$ cat src/rtl/tpm_pkg.sv
package tpm_pkg;

    typedef enum logic {
        ST_IDLE = 1'b0,
        ST_RUN  = 1'b1
    } seq_state_e;

    // A lane is live when it lies below the length and is enabled or forced.
    function automatic logic lane_on(input logic force_all, input logic bit_in,
                                     input int unsigned lane, input int unsigned len);
        return (lane < len) && (force_all || bit_in);
    endfunction

endpackage

$ cat src/rtl/tpm_lane_enable.sv
module tpm_lane_enable
    import tpm_pkg::*;
#(
    parameter int unsigned N    = 8,
    parameter int unsigned VL_W = 4
) (
    input  logic [N-1:0]    raw,
    input  logic            force_all,
    input  logic [VL_W-1:0] vl,
    output logic [N-1:0]    en
);
    for (genvar g = 0; g < N; g++) begin : g_lane
        assign en[g] = lane_on(force_all, raw[g], g, 32'(vl));
    end
endmodule

$ cat src/rtl/tpm_elem_scan.sv
module tpm_elem_scan #(
    parameter int unsigned N  = 8,
    parameter int unsigned IW = 4
) (
    input  logic [N-1:0]  mask,
    input  logic [IW-1:0] from,
    output logic          found,
    output logic [IW-1:0] idx
);
    // Lowest enabled lane at or above 'from'.
    always_comb begin
        found = 1'b0;
        idx   = '0;
        for (int i = int'(N) - 1; i >= 0; i--) begin
            if (mask[i] && ($unsigned(i) >= 32'(from))) begin
                found = 1'b1;
                idx   = IW'(i);
            end
        end
    end
endmodule

$ cat src/rtl/tpm_range_check.sv
module tpm_range_check #(
    parameter int unsigned NREGS = 32,
    parameter int unsigned REG_W = 5,
    parameter int unsigned VL_W  = 4
) (
    input  logic [REG_W-1:0] src_base,
    input  logic [REG_W-1:0] dst_base,
    input  logic [VL_W-1:0]  vl,
    output logic             bad
);
    assign bad = ((32'(src_base) + 32'(vl)) >= NREGS) ||
                 ((32'(dst_base) + 32'(vl)) >= NREGS);
endmodule

$ cat src/rtl/tpm_move_seq.sv
module tpm_move_seq
    import tpm_pkg::*;
#(
    parameter  int unsigned NREGS  = 32,
    parameter  int unsigned MAXVL  = 8,
    parameter  int unsigned DATA_W = 32,
    localparam int unsigned REG_W  = $clog2(NREGS),
    localparam int unsigned VL_W   = $clog2(MAXVL + 1)
) (
    input  logic              clk,
    input  logic              rst,
    input  logic              start,
    input  logic [REG_W-1:0]  src_base,
    input  logic [REG_W-1:0]  dst_base,
    input  logic [VL_W-1:0]   vl,
    input  logic [MAXVL-1:0]  src_mask,
    input  logic [MAXVL-1:0]  dst_mask,
    input  logic              src_all,
    input  logic              dst_all,
    input  logic              src_scalar,
    input  logic              dst_scalar,
    output logic              rd_en,
    output logic [REG_W-1:0]  rd_addr,
    input  logic [DATA_W-1:0] rd_data,
    output logic              wr_en,
    output logic [REG_W-1:0]  wr_addr,
    output logic [DATA_W-1:0] wr_data,
    output logic              busy,
    output logic              done,
    output logic              trap
);
    seq_state_e       st_q;
    logic [MAXVL-1:0] s_en_w, d_en_w, s_en_q, d_en_q;
    logic [VL_W-1:0]  s_idx_q, d_idx_q, s_nxt, d_nxt;
    logic             s_found, d_found, pair_ok, range_bad;
    logic [REG_W-1:0] s_base_q, d_base_q, d_target;
    logic             s_scal_q, d_scal_q;
    logic             wr_en_q, done_q, trap_q;
    logic [REG_W-1:0] wr_addr_q;

    tpm_lane_enable #(.N(MAXVL), .VL_W(VL_W)) i_src_lanes (
        .raw(src_mask), .force_all(src_all), .vl(vl), .en(s_en_w));
    tpm_lane_enable #(.N(MAXVL), .VL_W(VL_W)) i_dst_lanes (
        .raw(dst_mask), .force_all(dst_all), .vl(vl), .en(d_en_w));

    tpm_range_check #(.NREGS(NREGS), .REG_W(REG_W), .VL_W(VL_W)) i_range (
        .src_base(src_base), .dst_base(dst_base), .vl(vl), .bad(range_bad));

    tpm_elem_scan #(.N(MAXVL), .IW(VL_W)) i_src_scan (
        .mask(s_en_q), .from(s_idx_q), .found(s_found), .idx(s_nxt));
    tpm_elem_scan #(.N(MAXVL), .IW(VL_W)) i_dst_scan (
        .mask(d_en_q), .from(d_idx_q), .found(d_found), .idx(d_nxt));

    assign pair_ok  = (st_q == ST_RUN) && s_found && d_found;
    assign rd_en    = pair_ok;
    assign rd_addr  = s_base_q + (s_scal_q ? '0 : REG_W'(s_nxt));
    assign d_target = d_base_q + (d_scal_q ? '0 : REG_W'(d_nxt));

    always_ff @(posedge clk) begin
        if (rst) begin
            st_q      <= ST_IDLE;
            s_en_q    <= '0;
            d_en_q    <= '0;
            s_idx_q   <= '0;
            d_idx_q   <= '0;
            s_base_q  <= '0;
            d_base_q  <= '0;
            s_scal_q  <= 1'b0;
            d_scal_q  <= 1'b0;
            wr_en_q   <= 1'b0;
            wr_addr_q <= '0;
            done_q    <= 1'b0;
            trap_q    <= 1'b0;
        end else begin
            done_q  <= 1'b0;
            trap_q  <= 1'b0;
            wr_en_q <= pair_ok;
            if (pair_ok) begin
                wr_addr_q <= d_target;
            end
            unique case (st_q)
                ST_IDLE: begin
                    if (start) begin
                        if (range_bad) begin
                            trap_q <= 1'b1;
                        end else begin
                            st_q     <= ST_RUN;
                            s_en_q   <= s_en_w;
                            d_en_q   <= d_en_w;
                            s_idx_q  <= '0;
                            d_idx_q  <= '0;
                            s_base_q <= src_base;
                            d_base_q <= dst_base;
                            s_scal_q <= src_scalar;
                            d_scal_q <= dst_scalar;
                        end
                    end
                end
                ST_RUN: begin
                    if (pair_ok) begin
                        s_idx_q <= s_nxt + 1'b1;
                        d_idx_q <= d_nxt + 1'b1;
                    end else begin
                        st_q   <= ST_IDLE;
                        done_q <= 1'b1;
                    end
                end
                default: st_q <= ST_IDLE;
            endcase
        end
    end

    assign wr_en   = wr_en_q;
    assign wr_addr = wr_addr_q;
    assign wr_data = rd_data;
    assign busy    = (st_q == ST_RUN);
    assign done    = done_q;
    assign trap    = trap_q;
endmodule

$ cat config.mk
export PLATFORM = sky130hd
export DESIGN_NAME = tpm_move_seq
export DESIGN_NICKNAME = d
export VERILOG_FILES = /design/src/rtl/tpm_pkg.sv /design/src/rtl/tpm_lane_enable.sv /design/src/rtl/tpm_elem_scan.sv /design/src/rtl/tpm_range_check.sv /design/src/rtl/tpm_move_seq.sv
export SDC_FILE = /design/constraint.sdc
export NUM_CORES = 1
export LEC_CHECK = 0
export BUFFER_PORTS_ARGS = -buffer_cell sky130_fd_sc_hd__buf_2
export CAP_MARGIN = 20
export CORE_AREA = 2 2 76 78
export CTS_BUF_LIST = sky130_fd_sc_hd__clkbuf_2
export DETAILED_ROUTE_END_ITERATION = 6
export DIE_AREA = 0 0 78 80
export MAX_ROUTING_LAYER = met4
export PLACE_DENSITY = 0.82
export SYNTH_ARGS = -nofsm -noshare
export SYNTH_HDL_FRONTEND = slang
export SYNTH_SLANG_ARGS = --single-unit
$ cat constraint.sdc
create_clock -name clk -period 6.25 [get_ports clk]
set_clock_uncertainty 0.2 [all_clocks]
set_input_delay 0 -clock clk [delete_from_list [all_inputs] [get_ports clk]]
set_output_delay 0 -clock clk [all_outputs]
set_load 0.05 [all_outputs]
==> flow_metrics.env, run 1 <==
export IMPL_status="aborted with a tool error"
export IMPL_stop_stage="clock tree synthesis"
export IMPL_stop_error="[ERROR RSZ-0060] Max buffer count reached."
export IMPL_yosys_warnings=0
export IMPL_cts_root_buffer_cell="clkbuf_2"
export IMPL_syn_area_per_cell_um2=8.050
export IMPL_cts_resized=0
export IMPL_synth_seq_cells=45
export IMPL_postCtsSetupRepairBufs=0
export IMPL_synth_edf_count=0
export IMPL_synthFlopType="dfxtp_1"
export IMPL_syn_inst=348
export IMPL_die_x_um=78
export IMPL_synth_distinct_cells=48
export IMPL_synth_top_area_share=0.3216
export IMPL_seq_area_frac_synth=0.3216
export IMPL_syn_area_um2=2801
export IMPL_cts_hold_buf=101
export IMPL_io_pins=116
export IMPL_cts_buffers=5
export IMPL_die_h_um=80
export IMPL_cts_max_path_buffers=2
export IMPL_syn_nets=435
export IMPL_rows=27
export IMPL_initial_utilization=0.5183
export IMPL_dp_hpwl_um=4619
export IMPL_portBuffers=51
export IMPL_htreeDepth=2
export IMPL_synth_area_leader_cell="dfxtp_1"
export IMPL_async_reset_ff_frac=0
export IMPL_clock_sinks=45
export IMPL_synth_area_leaders="dfxtp_1 32%, buf_4 8.6%, ha_1 7.1%"
export IMPL_place_gp_congestion=0.8723
[Yosys cell counts (8+ instances only)]
cell type and n:
a21oi_1 37, clkbuf_1 9, nor2_1 21, a21boi_0 8
ha_1 16, buf_4 32, dfxtp_1 45, o211ai_1 13
inv_1 18, o21ai_0 14, nand2_1 51
[metrics by stage]
stage | util | instance area (um2) | cells | hold slack [ns] | worst slack, ns
after detailed placement | 0.5236 | 2830 | 423 | -0.1997 | 3.145
after global placement | 0.5236 | 2830 | 423 | -0.1997 | 3.383
after floorplan | - | 2801 | 348 | -0.06403 | 3.087
[cells by family after synthesis]
group / count (synthesis) / synth area share
AOI/OAI and AO/OA: 98 / 0.2323
xor gates and xnor gates: 8 / 0.02501
adders and majority gates: 18 / 0.08575
buffers and inverters: 67 / 0.1398
DFF: 45 / 0.3216
muxes: 6 / 0.02233
and+or+nand+nor: 106 / 0.1733
==> inputs of run 2 (changes only) <==
--- a/config.mk
+++ b/config.mk
@@ -7,12 +7,10 @@
 export LEC_CHECK = 0
 export BUFFER_PORTS_ARGS = -buffer_cell sky130_fd_sc_hd__buf_2
 export CAP_MARGIN = 20
-export CORE_AREA = 2 2 76 78
-export CTS_BUF_LIST = sky130_fd_sc_hd__clkbuf_2
+export CORE_AREA = 2 2 87 89
 export DETAILED_ROUTE_END_ITERATION = 6
-export DIE_AREA = 0 0 78 80
-export MAX_ROUTING_LAYER = met4
-export PLACE_DENSITY = 0.82
+export DIE_AREA = 0 0 89 91
+export PLACE_DENSITY_LB_ADDON = 0.15
 export SYNTH_ARGS = -nofsm -noshare
 export SYNTH_HDL_FRONTEND = slang
 export SYNTH_SLANG_ARGS = --single-unit
==> flow_metrics.env, run 2 <==
export IMPL_reg_largest_list="d_en_q (8), s_en_q (8)"
export IMPL_synth_distinct_cells=48
export IMPL_synth_seq_cells=45
export IMPL_worst_slew_pin_slew_ns=0.8729
export IMPL_busiest_layer="met2"
export IMPL_grt_pass1_wl_um=11630
export IMPL_die_h_um=91
export IMPL_final_instance_count_excl_fill=536
export IMPL_worstSetupPathType="flop to output port"
export IMPL_cap_violations=0
export IMPL_crit_required_ns=6.05
export IMPL_slowest_delay_ns=0.46
export IMPL_cp_num_buf_inv=2
export IMPL_cts_root_buffer_cell="clkbuf_8"
export IMPL_initial_utilization=0.3925
export IMPL_vias_per_cell=4.966
export IMPL_setup_viol=0
export IMPL_cp_end_kind="output port"
export IMPL_syn_inst=348
export IMPL_synth_area_leaders="dfxtp_1 32%, buf_4 8.6%, ha_1 7.1%"
export IMPL_status="complete, no violations"
export IMPL_tns_ns=0
export IMPL_total_power_mw=0.8084
export IMPL_grtUsageTotal=0.1807
export IMPL_cp_top_family="compound AO/OA/AOI/OAI gates"
export IMPL_routed_wl_um=7139
export IMPL_start_kind="flop"
export IMPL_htreeDepth=2
export IMPL_cts_max_path_buffers=2
export IMPL_use_met2=0.2985
export IMPL_first_pass_iters=4
export IMPL_critical_path_slowest_cell="dfxtp_1"
export IMPL_finalNetCount=523
export IMPL_synth_commonest_cells="51 x nand2_1, 45 x dfxtp_1, 37 x a21oi_1"
export IMPL_final_hold_violation_count=0
export IMPL_die_area_um2=8099
export IMPL_post_drt_wl_per_cell_um=13.32
export IMPL_cts_hold_buf=77
export IMPL_synth_top_area_share=0.3216
export IMPL_fmax_mhz=299.2
export IMPL_vdd_drop_max_v=0.0001201
export IMPL_final_max_slew_viol_count=0
export IMPL_synthFlopType="dfxtp_1"
export IMPL_core_area_um2=7137
export IMPL_final_layout_size_suffix_gt1_frac=0.1533
export IMPL_layout_commonest_cell="dlygate4sd3_1"
export IMPL_die_x_um=89
export IMPL_clk_latency_ns=0.30
export IMPL_holdCritPathClass="primary input to flop"
export IMPL_area_delta_synth_final_pct=32.96
export IMPL_cts_buffers=5
export IMPL_cp_max_fo=9
export IMPL_num_antenna_cells=0
export IMPL_rsz0062_at_grt="no"
export IMPL_synth_area_leader_cell="dfxtp_1"
export IMPL_seq_area_frac_synth=0.3216
export IMPL_ant_nets=0
export IMPL_antenna_found_initial=0
export IMPL_dp_hpwl_um=4839
export IMPL_grt_max_degree=42
export IMPL_clock_sinks=45
export IMPL_synth_most_common_cell="nand2_1"
export IMPL_num_vias=2662
export IMPL_syn_area_um2=2801
export IMPL_async_reset_ff_frac=0
export IMPL_portBuffers=51
export IMPL_arrival_ns=3.14
export IMPL_place_gp_congestion=0.8685
export IMPL_postCtsSetupRepairBufs=0
export IMPL_min_period_over_period=0.5348
export IMPL_relSlewSlack=0.4180
export IMPL_yosys_warnings=0
export IMPL_min_period_ns=3.342
export IMPL_placed_cells=451
export IMPL_cts_resized=0
export IMPL_p_leak_nw=1.523
export IMPL_grtUsageMet1=0.2430
export IMPL_grt_overflow=0
export IMPL_syn_area_per_cell_um2=8.050
export IMPL_syn_nets=435
export IMPL_rows=31
export IMPL_mostFrequentLayoutCells="77 x dlygate4sd3_1, 51 x nand2_1, 51 x buf_2, 45 x dfxtp_1, 37 x a21oi_1"
export IMPL_cts_clk_slew_worst_paths_ns=0.08
export IMPL_synth_edf_count=0
export IMPL_io_pins=116
export IMPL_post_route_drc_count=0
export IMPL_path_cells="a21boi_0 -> a221oi_1 -> o21ai_0 -> a22oi_1 -> nor2b_1 -> ha_1 -> inv_1 -> fa_1 -> nor2b_1 -> o21ai_0 -> xnor2_1 -> buf_2"
export IMPL_powerDensity_nw_per_um2=217.0
export IMPL_drt_iter0_drc=130
export IMPL_grt_pass1_vias=2480
export IMPL_cts_tree="done"
export IMPL_use_met3=0.02273
## run 2: cell counts after synthesis
Identical to the previous run, type by type.
## run 2: cells by family after synthesis
| group | count (synthesis) | synth area share |
|---|---|---|
| AND/OR/NAND/NOR | 106 | 0.1733 |
| AO/OA/AOI/OAI | 98 | 0.2323 |
| buffers and inverters | 67 | 0.1398 |
| flip-flops | 45 | 0.3216 |
| adder cells (fa/ha/maj) | 18 | 0.08575 |
| XOR/XNOR | 8 | 0.02501 |
| multiplexers | 6 | 0.02233 |
## run 2: power breakdown
group	switching [mW]	total [mW]	internal [mW]
clock network	0.100	0.178	0.0777
logic	0.192	0.308	0.116
registers	0.0160	0.322	0.306
total	0.309	0.808	0.500
## run 2: final timing paths
path                            slack [ns]          to  depth (start not counted)       start
worst min-delay path                  0.07  wr_addr[0]                          2         rst
worst max-delay path                  2.91  rd_addr[4]                         12  s_idx_q[1]
worst max register to register        3.38  wr_addr[4]                         12  d_idx_q[1]
worst min register to register        0.26   d_en_q[2]                          2   d_en_q[2]
## run 2: through the flow
step	instance area (um2)	setup WS, ns	util	hold WS [ns]
2_1_floorplan	2801	3.087	-	-0.06403
3_3_place_gp	2872	3.344	0.4023	-0.1997
3_5_place_dp	2872	3.240	0.4023	-0.1997
4_1_cts	3725	2.886	0.5219	0.06705
5_1_grt	3725	2.605	0.5219	0.1005
6_report	3725	2.908	0.5219	0.06632
## run 2: final cells by class
type	instances	area (um2)
timing repair buffer	130	1041
multi-input combinational	236	1509
fill	722	3412
clock inverter	2	10.01
sequential	45	900.9
tap	99	123.9
clock buffer	6	72.57
inverter	18	67.56
## run 2: layer usage
layer,vias up,wire [um]
met1,1215,3201
met4,0,110
met3,12,358
li1,1345,-
met2,90,3468
met5,-,0
(Power assumes the default switching activity.)
==> inputs of run 3 (changes only) <==
==> constraint.sdc (replaced) <==
create_clock -name clk -period 2.9 [get_ports clk]
set_clock_uncertainty 0.2 [all_clocks]
set_input_delay 0 -clock clk [delete_from_list [all_inputs] [get_ports clk]]
set_output_delay 0 -clock clk [all_outputs]
set_load 0.05 [all_outputs]
==> flow_metrics.env, run 3 (synthesis gave the netlist of run 2 again) <==
export IMPL_grt_max_degree=42
export IMPL_num_vias=2717
export IMPL_fmax_mhz=358.4
export IMPL_min_period_ns=2.790
export IMPL_switching_share=0.3552
export IMPL_reg_largest_list="d_en_q (8), s_en_q (8)"
export IMPL_nFillCells=720
export IMPL_place_gp_congestion=0.8286
export IMPL_grtUsageTotal=0.1805
export IMPL_final_instance_count_excl_fill=549
export IMPL_r2r_start="d_idx_q[2]"
export IMPL_min_period_over_period=0.9621
export IMPL_rsz0062_at_grt="yes"
export IMPL_timing_rr_end="wr_addr[4]"
export IMPL_num_antenna_cells=0
export IMPL_post_route_util=0.5536
export IMPL_vdd_drop_max_v=0.0002072
export IMPL_power_internal_mw=1.232
export IMPL_crit_path_end="rd_addr[4]"
export IMPL_routed_wl_um=7311
export IMPL_r2r_slack_ns=0.17
export IMPL_rows=31
export IMPL_status="complete, no violations"
export IMPL_setup_ws_ns=0.1099
export IMPL_ant_nets=0
export IMPL_clock_sinks=45
export IMPL_pre_cts_ws_ns=-0.05855
export IMPL_relSlewSlack=0.4697
export IMPL_placed_cells=462
export IMPL_grt_pass1_wl_um=11720
export IMPL_pwr_share_clk=0.260
export IMPL_mostFrequentLayoutCells="77 x dlygate4sd3_1, 51 x nand2_1, 48 x buf_2, 40 x dfxtp_1, 36 x a21oi_1"
export IMPL_cts_max_path_buffers=2
export IMPL_die_area_um2=8099
export IMPL_cts_buffers=5
export IMPL_combPwrFrac=0.378
export IMPL_htreeDepth=2
export IMPL_antenna_found_initial=0
export IMPL_cts_clk_slew_worst_paths_ns=0.09
export IMPL_post_drt_wl_per_cell_um=13.32
export IMPL_grt_pass1_vias=2505
export IMPL_layout_commonest_cell="dlygate4sd3_1"
export IMPL_worst_slew_pin_slew_ns=0.7955
export IMPL_first_pass_iters=4
export IMPL_finalNetCount=536
export IMPL_grt_overflow=0
export IMPL_p_leak_nw=1.644
export IMPL_cts_root_buffer_cell="clkbuf_8"
export IMPL_r2r_cells=10
export IMPL_final_layout_size_suffix_gt1_frac=0.2200
export IMPL_start_kind="flop"
export IMPL_whs_ns=0.06045
export IMPL_initial_utilization=0.3925
export IMPL_crit_required_ns=2.70
export IMPL_drt_iter0_drc=92
export IMPL_clk_latency_ns=0.30
export IMPL_final_max_slew_viol_count=0
export IMPL_portBuffers=51
export IMPL_cap_violations=0
export IMPL_post_route_drc_count=0
export IMPL_worstSetupPathType="flop to output port"
export IMPL_seq_power_share=0.362
export IMPL_area_delta_synth_final_pct=41.05
export IMPL_arrival_ns=2.59
export IMPL_die_x_um=89
export IMPL_powerDensity_nw_per_um2=483.7
export IMPL_die_h_um=91
export IMPL_holdCritPathClass="primary input to flop"
export IMPL_cp_max_fo=7
export IMPL_vias_per_cell=4.949
export IMPL_cp_end_kind="output port"
export IMPL_final_hold_violation_count=0
export IMPL_core_area_um2=7137
export IMPL_switchingPower_mw=0.6789
export IMPL_cts_tree="done"
export IMPL_dp_hpwl_um=4830
export IMPL_crit_start="s_idx_q[0]"
export IMPL_setup_viol=0
export IMPL_io_pins=116
run 3: metrics by stage:
stage	area (um2)	setup TNS (ns)	total power [mW]
floorplan	2816	-0.01473	1.197
global placement	2969	-0.04358	1.225
detailed placement	2969	-0.05855	1.228
CTS	3895	0	1.917
global route	3951	-0.08198	2.025
finish	3951	0	1.911
run 3: critical path, cell delays in order (launching register included):
cell	delay, ns
dfxtp_4	0.38
a21boi_1	0.10
buf_4	0.15
o22ai_1	0.12
nand2_1	0.09
a22oi_2	0.16
nor2b_2	0.17
ha_2	0.19
inv_1	0.05
fa_2	0.34
nor2b_1	0.12
o21ai_1	0.10
xnor2_2	0.15
buf_6	0.18
run 3: power groups by stage:
stage | clock network, mW | logic (mW) | registers (mW)
floorplan | 0 | 0.474 | 0.723
global placement | 0 | 0.519 | 0.706
detailed placement | 0 | 0.521 | 0.707
CTS | 0.512 | 0.712 | 0.692
global route | 0.537 | 0.789 | 0.700
finish | 0.496 | 0.723 | 0.692
run 3: worst min path at each step:
stage,from,end,slack [ns],cells after the start
floorplan,dst_base[0],d_base_q[0],-0.06,2
detailed placement,rd_data[16],wr_data[16],-0.20,0
global route,rst,s_idx_q[0],0.12,2
CTS,rst,wr_addr[3],0.08,2
global placement,rd_data[16],wr_data[16],-0.20,0
finish,rst,wr_addr[3],0.06,2
run 3: layout make-up:
cell class / instances / area, um2 / share of cell area
multi-input cells: 236 / 1579 / 0.3996
repair buffers: 143 / 1150 / 0.2910
flip-flops and latches: 45 / 914.6 / 0.2315
well taps: 99 / 123.9 / 0.03135
clock buffers: 7 / 86.33 / 0.02185
inverters: 18 / 67.56 / 0.01710
clock inverters: 1 / 30.03 / 0.007600
run 3: what timing repair did:
| action | in CTS | in global routing |
|---|---|---|
| pin swaps | 2 | 7 |
| resized for setup | 17 | 14 |
| buffers inserted | 1 | 1 |
| hold buffers | 77 | 0 |
| hold endpoints to repair | 61 | 0 |
| setup endpoints to repair | 4 | 6 |
| cloned | 0 | 0 |
run 3: routing by layer:
| layer | part of all wire | GRT usage | vias up | wire length [um] |
|---|---|---|---|---|
| met2 | 0.49 | 0.3066 | 73 | 3609 |
| met5 | 0 | 0 | - | 0 |
| met4 | 0.0098 | 0.04602 | 0 | 72 |
| met1 | 0.46 | 0.2374 | 1259 | 3334 |
| li1 | - | - | 1380 | - |
| met3 | 0.040 | 0.02545 | 5 | 294 |
==> inputs of run 4 (changes only) <==
==> constraint.sdc (replaced) <==
create_clock -name clk -period 2.3 [get_ports clk]
set_clock_uncertainty 0.2 [all_clocks]
set_input_delay 0 -clock clk [delete_from_list [all_inputs] [get_ports clk]]
set_output_delay 0 -clock clk [all_outputs]
set_load 0.05 [all_outputs]
==> flow_metrics.env, run 4 (synthesis gave the netlist of run 2 again) <==
export IMPL_layout_commonest_cell="dlygate4sd3_1"
export IMPL_switching_share=0.3537
export IMPL_num_antenna_cells=0
export IMPL_final_layout_size_suffix_gt1_frac=0.3800
export IMPL_place_gp_congestion=0.7920
export IMPL_dp_hpwl_um=5290
export IMPL_worst_slew_pin_slew_ns=0.5322
export IMPL_combPwrFrac=0.432
export IMPL_fmax_mhz=359.4
export IMPL_ff_latch_area_um2=929.6
export IMPL_htreeDepth=2
export IMPL_r2r_start="d_idx_q[0]"
export IMPL_pre_cts_ws_ns=-0.4306
export IMPL_cts_max_path_buffers=2
export IMPL_crit_required_ns=2.10
export IMPL_clk_latency_ns=0.30
export IMPL_total_power_mw=2.652
export IMPL_rows=31
export IMPL_cap_violations=0
export IMPL_final_max_slew_viol_count=0
export IMPL_cts_buffers=5
export IMPL_finalNetCount=565
export IMPL_clock_sinks=45
export IMPL_portBuffers=51
export IMPL_final_instance_count_excl_fill=578
export IMPL_die_x_um=89
export IMPL_antenna_found_initial=0
export IMPL_start_kind="flop"
export IMPL_hold_path_depth=4
export IMPL_power_internal_mw=1.714
export IMPL_grt_pass1_vias=2819
export IMPL_initial_utilization=0.3925
export IMPL_cts_root_buffer_cell="clkbuf_8"
export IMPL_powerDensity_nw_per_um2=588.2
export IMPL_drt_iter0_drc=87
export IMPL_cp_max_fo=6
export IMPL_worstSetupPathType="flop to output port"
export IMPL_first_pass_iters=4
export IMPL_grt_max_degree=41
export IMPL_core_area_um2=7137
export IMPL_setup_ws_ns=-0.4827
export IMPL_area_delta_synth_final_pct=60.96
export IMPL_relSlewSlack=0.6440
export IMPL_ant_nets=0
export IMPL_holdCritPathClass="primary input to flop"
export IMPL_cts_tree="done"
export IMPL_io_pins=116
export IMPL_final_hold_violation_count=0
export IMPL_post_route_drc_count=0
export IMPL_die_h_um=91
export IMPL_placed_cells=492
export IMPL_multi_input_area_um2=1828
export IMPL_post_route_util=0.6318
export IMPL_cp_end_kind="output port"
export IMPL_vdd_drop_max_v=0.0002787
export IMPL_p_leak_nw=1.923
export IMPL_cts_clk_slew_worst_paths_ns=0.09
export IMPL_mostFrequentLayoutCells="67 x dlygate4sd3_1, 49 x nand2_1, 45 x buf_2, 40 x buf_4, 34 x dfxtp_1"
export IMPL_num_vias=2882
export IMPL_min_to="d_en_q[5]"
export IMPL_vias_per_cell=4.986
export IMPL_setup_viol=15
export IMPL_seq_power_share=0.332
export IMPL_status="finished, violations left"
export IMPL_r2r_slack_ns=-0.24
export IMPL_rsz0062_at_grt="yes"
export IMPL_min_from="vl[1]"
export IMPL_switchingPower_mw=0.9380
export IMPL_violations="negative setup slack"
export IMPL_routed_wl_um=8231
export IMPL_min_period_ns=2.783
export IMPL_timing_rr_end="wr_addr[4]"
export IMPL_grtUsageTotal=0.2049
export IMPL_pwr_share_clk=0.236
export IMPL_reg_largest_list="d_en_q (8), s_en_q (8)"
export IMPL_post_drt_wl_per_cell_um=14.24
export IMPL_grt_overflow=0
export IMPL_min_period_over_period=1.210
export IMPL_arrival_ns=2.58
export IMPL_nFillCells=608
export IMPL_die_area_um2=8099
export IMPL_grt_pass1_wl_um=13030
export IMPL_r2r_cells=12
[run 4: cell count changes in the layout (fill, tap and decap cells not counted), sizes merged]
cell	change
buf	+38
dlygate4sd3	-10
clkbuf	+1
[run 4: worst max-delay path: stages (launching register included)]
cell	delay, ns
dfxtp_4	0.38
and4b_1	0.20
or3_4	0.33
nand2b_4	0.15
a21boi_2	0.14
nand2b_1	0.11
inv_1	0.07
ha_1	0.22
a21o_1	0.18
a21oi_4	0.18
xnor2_4	0.13
buf_6	0.17
[run 4: timing repair]
item,in CTS,in global routing
hold buffers,67,0
setup endpoints to repair,20,36
buffers inserted,5,6
hold endpoints to repair,67,0
pin swaps,17,17
resized for setup,57,44
[run 4: worst max-delay path by stage]
stage                     startpoint         end  slack, ns  cells past startpoint
after detailed placement  s_idx_q[0]  rd_addr[4]      -0.43                     12
after CTS                 s_idx_q[1]  rd_addr[4]      -0.55                     12
after floorplan           s_idx_q[1]  rd_addr[4]      -0.26                     12
after global placement    s_idx_q[0]  rd_addr[4]      -0.35                     12
after global routing      s_idx_q[0]  rd_addr[4]      -0.62                     12
final                     s_idx_q[1]  rd_addr[3]      -0.48                     11
[run 4: power groups by stage]
stage / logic (mW) / clock network, mW / registers, mW
finish: 1.15 / 0.625 / 0.880
detailed placement: 0.786 / 0 / 0.895
global placement: 0.783 / 0 / 0.893
global route: 1.24 / 0.672 / 0.889
floorplan: 0.629 / 0 / 0.915
CTS: 1.06 / 0.640 / 0.877
[run 4: through the flow]
step | TNS [ns] | area (um2) | hold slack (ns)
2_1_floorplan | -0.6192 | 2919 | -0.06403
3_3_place_gp | -2.807 | 3309 | -0.1997
3_5_place_dp | -3.346 | 3309 | -0.1997
4_1_cts | -3.093 | 4289 | 0.07202
5_1_grt | -4.252 | 4509 | 0.1140
6_report | -2.283 | 4509 | 0.08961
[run 4: layout make-up]
class | instances | share of cell area
Inverter | 18 | 0.01498
Tap cell | 99 | 0.02747
Clock buffer | 7 | 0.01915
Clock inverter | 1 | 0.006659
Multi-Input combinational cell | 236 | 0.4054
Timing Repair Buffer | 172 | 0.3202
Sequential cell | 45 | 0.2062
[run 4: layer usage]
layer | up-vias | GRT usage | routed length [um] | part of all wire
met5 | - | 0 | 0 | 0
met4 | 0 | 0.05970 | 108 | 0.013
met3 | 12 | 0.02909 | 424 | 0.052
met2 | 117 | 0.3576 | 4122 | 0.50
met1 | 1320 | 0.2574 | 3576 | 0.43
li1 | 1433 | - | - | -
